--- src/rtl/trace_addr_gate.sv ---
module trace_addr_gate #(
  parameter int ADDR_W  = 32,
  parameter int N_RANGE = 4,
  parameter int N_POINT = 4,
  parameter int IDX_W   = 2
) (
  input  logic              clk,
  input  logic              rst_n,
  input  logic              cfg_we,
  input  logic [1:0]        cfg_kind,
  input  logic [IDX_W-1:0]  cfg_idx,
  input  logic [ADDR_W-1:0] cfg_addr,
  input  logic              cfg_on,
  input  logic              ins_vld,
  input  logic [ADDR_W-1:0] ins_pc,
  output logic              trc_vld,
  output logic              trc_en
);
  logic [ADDR_W-1:0] rlo [N_RANGE];
  logic [ADDR_W-1:0] rhi [N_RANGE];
  logic [ADDR_W-1:0] spt [N_POINT];
  logic [ADDR_W-1:0] ept [N_POINT];
  logic [N_RANGE-1:0] ren, rin;
  logic [N_POINT-1:0] sen, een, shit, ehit;
  logic armed_q;

  for (genvar g = 0; g < N_RANGE; g++) begin : g_rng
    assign rin[g] = ren[g] && (ins_pc >= rlo[g]) && (ins_pc <= rhi[g]);
    always_ff @(posedge clk) begin
      if (!rst_n) begin
        rlo[g] <= '0;
        rhi[g] <= '0;
        ren[g] <= 1'b0;
      end else if (cfg_we && !cfg_kind[1] && int'(cfg_idx) == g) begin
        if (cfg_kind[0]) rhi[g] <= cfg_addr;
        else             rlo[g] <= cfg_addr;
        ren[g] <= cfg_on;
      end
    end
  end

  for (genvar p = 0; p < N_POINT; p++) begin : g_pt
    assign shit[p] = sen[p] && (ins_pc == spt[p]);
    assign ehit[p] = een[p] && (ins_pc == ept[p]);
    always_ff @(posedge clk) begin
      if (!rst_n) begin
        spt[p] <= '0;
        ept[p] <= '0;
        sen[p] <= 1'b0;
        een[p] <= 1'b0;
      end else if (cfg_we && cfg_kind[1] && int'(cfg_idx) == p) begin
        if (cfg_kind[0]) begin
          ept[p] <= cfg_addr;
          een[p] <= cfg_on;
        end else begin
          spt[p] <= cfg_addr;
          sen[p] <= cfg_on;
        end
      end
    end
  end

  logic rng_any, range_ok, starts_any, start_hit, stop_hit, gate_now;
  assign rng_any    = |ren;
  assign range_ok   = !rng_any || (|rin);
  assign starts_any = |sen;
  assign start_hit  = |shit;
  assign stop_hit   = |ehit;
  assign gate_now   = !starts_any || (!stop_hit && (start_hit || armed_q));

  always_ff @(posedge clk) begin
    if (!rst_n) begin
      armed_q <= 1'b0;
      trc_vld <= 1'b0;
      trc_en  <= 1'b0;
    end else begin
      if (cfg_we && cfg_kind[1])  armed_q <= 1'b0;
      else if (ins_vld) begin
        if (stop_hit)             armed_q <= 1'b0;
        else if (start_hit)       armed_q <= 1'b1;
      end
      trc_vld <= ins_vld;
      trc_en  <= ins_vld && range_ok && gate_now;
    end
  end
endmodule

--- config.mk ---
export PLATFORM = sky130hd
export DESIGN_NAME = trace_addr_gate
export DESIGN_NICKNAME = d
export VERILOG_FILES = /design/src/rtl/trace_addr_gate.sv
export SDC_FILE = /design/constraint.sdc
export NUM_CORES = 1
export LEC_CHECK = 0
export BUFFER_PORTS_ARGS = -buffer_cell sky130_fd_sc_hd__buf_2
export CAP_MARGIN = 25
export CORE_MARGIN = 3
export CORE_UTILIZATION = 60
export CTS_CLUSTER_DIAMETER = 60
export DETAILED_ROUTE_END_ITERATION = 10
export PLACE_DENSITY_LB_ADDON = 0.08
export SLEW_MARGIN = 20
export SYNTH_ARGS = -nofsm -noshare
export SYNTH_HDL_FRONTEND = slang
export SYNTH_SLANG_ARGS = --single-unit
--- constraint.sdc ---
create_clock -name clk -period 5.9 [get_ports clk]
set_clock_uncertainty 0.2 [all_clocks]
set_input_delay 0.885 -clock clk [delete_from_list [all_inputs] [get_ports clk]]
set_output_delay 0.885 -clock clk [all_outputs]
set_load 0.01 [all_outputs]
Word-level counts from Yosys, hierarchy flattened --
Memory sizes are Yosys's and may differ from the RTL's. Index checks and enable logic that the tools add are counted.
Operators by class: $lt $le $gt $ge 8, equality and inequality tests 11, muxes and demuxes 69, bitwise operators 18, reductions and logical operators 53
Operators with widths (count):
- 32-bit two-way mux | 16
- 32-bit equality test | 8
- 32-bit greater-or-equal comparator | 4
- 32-bit <= comparator | 4
- 1-bit two-way mux | 53
- 1-bit logical AND | 29
- 4-bit OR reduction | 5
- 2-bit AND reduction | 9
- 1-bit OR | 16
- 2-bit equality test (second input constant) | 2
- 1-bit zero test | 4
- 1-bit logical OR | 3
- 2-bit by 1-bit equality test with 1-bit output (second input constant) | 1
- 2-bit zero test | 1
- 1-bit NOT | 2
- 2-bit nonzero test | 1
- 2-bit OR reduction | 1
Storage, ports and cells: register bits after elaboration 15, RAM bits 512, output and inout bits 2, word-level logic and storage cells 178, memories 4
Memories:
- ept | words 4, bits a word 32, rd ports 4, clocked after memory_dff 0, write ports 4, line 22 | logic [ADDR_W-1:0] ept [N_POINT];
- rhi | words 4, bits a word 32, rd ports 4, clocked after memory_dff 0, write ports 4, line 20 | logic [ADDR_W-1:0] rhi [N_RANGE];
- rlo | words 4, bits a word 32, rd ports 4, clocked after memory_dff 0, write ports 4, line 19 | logic [ADDR_W-1:0] rlo [N_RANGE];
- spt | words 4, bits a word 32, rd ports 4, clocked after memory_dff 0, write ports 4, line 21 | logic [ADDR_W-1:0] spt [N_POINT];

Logic depth before layout (Yosys ltp) --
depth in word-level cells 7, depth in mapped cells 11, gate-level depth less buffers 10

Worst setup path before layout --
OpenSTA, ideal clock, no wires.
path kind input to register, start input port cfg_we, end memory rhi[2][0], enable pin, arrival time 3.693 ns, data required time 5.234 ns, setup slack 1.541 ns, cell stages on the path 3, cells stage by stage nor2b_1 > nand3b_1 > o21ai_0
RTL lines:
- start, declared | line 9 | input logic cfg_we,
- end, declared | line 20

Final worst setup path --
start input port ins_pc[15], end register trc_en
On the way: longest elaborated chain between the ends 7
Ends and longest elaborated chain:
- start, declared | line 15 | input logic [ADDR_W-1:0] ins_pc,
- 32-bit greater-or-equal comparator, or another cell as far along | line 28 | assign rin[g] = ren[g] && (ins_pc >= rlo[g]) && (ins_pc <= rhi[g]);
- 1-bit logical AND (on tied branches) | line 28, 43, 44
- 1-bit logical AND, or another cell as far along | line 28
- 4-bit OR reduction, or another cell as far along | line 65 | assign range_ok = !rng_any || (|rin);
- 1-bit logical OR / 1-bit logical AND (equally long branches) | line 65, 69
- 1-bit logical AND / 1-bit logical OR (equally long branches) | line 83, 69
- 1-bit logical AND * | line 83 | trc_en <= ins_vld && range_ok && gate_now;
- end signal, assigned | line 83
- end, declared | line 17 | output logic trc_en
Every way passes the cells marked *; elsewhere a longest branch is shown, timed or not. A chain may end at the register's enable or synchronous reset.

==> results.json <==
{
  "r2r-start": "rhi[0][13]$_SDFFCE_PN0P_",
  "detailed_place_hpwl_mm": 52.0,
  "vdd_drop_max_mv": 0.237,
  "htreeDepth": 2,
  "antenna_left": 0,
  "cp_max_fo": 17,
  "synth-main-ff-cell": "edfxtp_1",
  "r2r-end": "trc_en$_SDFF_PN0_",
  "yosys.area.top_type": "edfxtp_1",
  "ys_warn_count": 0,
  "layout_setup_ws_ns": 2.19,
  "dpl_cell_area_mm2": 0.0302,
  "layout_common_cells": "and2_1, edfxtp_1, inv_1",
  "switching_share_pct": 25.1,
  "cts_buffers": 56,
  "hold_class": "reg -> reg",
  "fp-row-count": 80,
  "insertion_delay_ns": 0.61,
  "drtIter0Drc": 2004,
  "postCtsSetupRepairBufs": 0,
  "layout_commonest_cell": "and2_1",
  "gp_congestion": 0.930,
  "clock-sinks": 527,
  "clk_pin_slew_ns": 0.06,
  "via_per_inst": 5.96,
  "crit_chain": "buf_2, ha_1, nand4_1, nor4_1, o21ai_0, o211ai_1, a211oi_1, a31oi_1, o21ai_1, o211a_1",
  "seqPwrFrac_pct": 49.6,
  "initial_utilization_pct": 60.8,
  "synth_top_area_share_pct": 52.8,
  "final_nets": 2878,
  "grt_pass1_wl_mm": 119,
  "max_stage_delay_ns": 0.75,
  "syn_avg_cell_area_um2": 11.7,
  "hold_viol_final": 0,
  "rsz0062_at_grt": "false",
  "tightest_slew_ns": 1.05,
  "ys_types": 53,
  "synthesis.nets": 2816,
  "design_area_mm2": 0.0320,
  "grt_use_met3_pct": 5.37,
  "cts.path.max_buffers": 3,
  "drv_cap": 0,
  "cts_tree": "yes",
  "p_int_mw": 6.66,
  "hold_end": "een[2]$_SDFFE_PN0P_",
  "die_w_um": 226,
  "fmax_mhz": 269,
  "grt_max_degree": 34,
  "total_power_mw": 8.88,
  "reg2reg_depth": 10,
  "end_kind": "flop",
  "dp_cells": 3106,
  "cp_slowest_cell": "nor4_1",
  "arrival_ns": 4.01,
  "pwr-share-comb_pct": 11.8,
  "dp_worst_setup_slack_ns": 1.65,
  "gr-usage-met1_pct": 43.4,
  "synth_edf_count": 512,
  "cts_hold_buffers": 0,
  "detail_route.first_pass.iterations": 6,
  "grt_pass1_vias": 18863,
  "reg2reg_setup_slack_ns": 2.75,
  "fp.coreArea_mm2": 0.0478,
  "powerDensity_mw_per_mm2": 278,
  "cp-start-kind": "primary input",
  "final_cell_count_no_fill": 3213,
  "path_class": "in -> reg",
  "setup_viol": 0,
  "grt_busiest_layer": "met2",
  "worstHoldPathCells": 2,
  "ys_seq_area_share_pct": 53.9,
  "switching_power_mw": 2.23,
  "cts-root-buf": "clkbuf_16",
  "wl_mm": 81.8,
  "wl_per_cell_um": 25.5,
  "die_area_mm2": 0.0512,
  "synth_area_leaders": "edfxtp_1, and2_1, ha_1",
  "p_leak_nw": 13.1,
  "min_period_ns": 3.71,
  "die_y_um": 226,
  "grt_use_met2_pct": 51.2,
  "fillCellCount": 3598,
  "layout-drive-gt1-share_pct": 8.51,
  "track_usage_pct": 32.2,
  "synth_cells": 2487,
  "worstPathRequired_ns": 6.20,
  "pwr-share-clk_pct": 38.6,
  "antenna_found_initial": 3,
  "async_flop_share_pct": 0,
  "gr-total-overflow": 0,
  "vias": 19164,
  "io-pin-count": 75,
  "fin_crit_sh_pct": 62.9,
  "tns_ns": 0,
  "io_buffers": 74,
  "maxSlewViolCount": 0,
  "drcViolationCount": 0,
  "syn_to_final_growth_pct": 9.99,
  "hp-start": "een[2]$_SDFFE_PN0P_",
  "timing.slew.headroom_pct": 30.1,
  "outcome": "complete, no violations",
  "post_cts_resized": 0,
  "synth_area_mm2": 0.0291,
  "ys_ff_latch": 527
}
synthesized netlist by cell type, drive strengths merged (3+ instances only):
cell / n
mux2i: 3
a31oi: 3
nand3: 32
a211oi: 7
a21oi: 99
a21boi: 3
o21ai: 61
xor2: 93
nor3: 11
and2: 516
or4: 3
dfxtp: 15
and4: 10
a21o: 41
nor2: 38
nand2: 68
o211ai: 4
nor4: 39
edfxtp: 512
nor2b: 11
inv: 260
xnor2: 162
a221o: 3
o211a: 5
clkbuf: 84
nand2b: 6
ha: 256
a221oi: 4
nand4: 83
buf: 32
o21a: 4
power by group through the flow:
stage,Clock (mW),Combinational [mW],Sequential (mW)
floorplan,0,0.628,4.47
global placement,0,0.976,4.48
detailed placement,0,1.03,4.48
CTS,3.46,1.04,4.40
global route,3.61,1.15,4.42
finish,3.43,1.05,4.41
registers in the layout, indices dropped and copies added, names as in the netlist:
signal	flops
trc_vld	1
trc_en	1
ren	4
rlo	128
een	4
sen	4
ept	128
rhi	128
armed_q	1
spt	128
critical path, delay by kind of cell:
family                   cells  cell delay, ns
adder cells (fa/ha/maj)      1            0.28
AO/OA/AOI/OAI                6            1.29
buffers and inverters        1            0.66
AND/OR/NAND/NOR              2            0.90
per-layer routing:
metal | wire, um | vias to the layer above
li1 | - | 8704
met5 | 27 | -
met1 | 33300 | 9437
met3 | 6630 | 208
met4 | 4340 | 4
met2 | 37500 | 811
how the worst max path moves through the flow:
stage                    start                 endpoint  slack, ns  cells after the start
global placement    ins_pc[15]        trc_en$_SDFF_PN0_       1.48                      9
CTS                 ins_pc[15]        trc_en$_SDFF_PN0_       2.28                     10
floorplan               cfg_we  rhi[2][0]$_SDFFCE_PN0P_       1.54                      3
global route        ins_pc[15]        trc_en$_SDFF_PN0_       2.15                     10
detailed placement  ins_pc[15]        trc_en$_SDFF_PN0_       1.65                     10
finish              ins_pc[15]        trc_en$_SDFF_PN0_       2.19                     10
per-stage QoR:
step / hold WS, ns / util, %
2_1_floorplan: 0.245 / -
3_3_place_gp: 0.260 / 62.8
3_5_place_dp: 0.270 / 63.2
4_1_cts: 0.279 / 66.9
5_1_grt: 0.291 / 66.9
6_report: 0.281 / 66.9
cells by family (layout without fill, tap and decap cells):
logic type               count (synthesis)  count (layout)  synth area share [%]
buffers and inverters                  377             486                  5.37
multiplexers                             3               3                 0.103
AND/OR/NAND/NOR                        824             824                  16.8
adder cells (fa/ha/maj)                256             256                  11.0
AO/OA/AOI/OAI                          245             245                  5.11
other                                    0               2                     0
flip-flops                             527             527                  53.9
XOR/XNOR                               255             255                  7.70
area by class of cell:
type / count / area [um2] / area share, %
multi-input combinational: 1583 / 12000 / 37.4
tap: 615 / 769 / 2.40
antenna: 2 / 5.00 / 0.0156
inverter: 261 / 980 / 3.06
sequential: 527 / 15700 / 49.0
timing repair buffer: 120 / 846 / 2.64
clock inverter: 31 / 249 / 0.778
clock buffer: 74 / 1510 / 4.72
(Power assumes the default switching activity.)
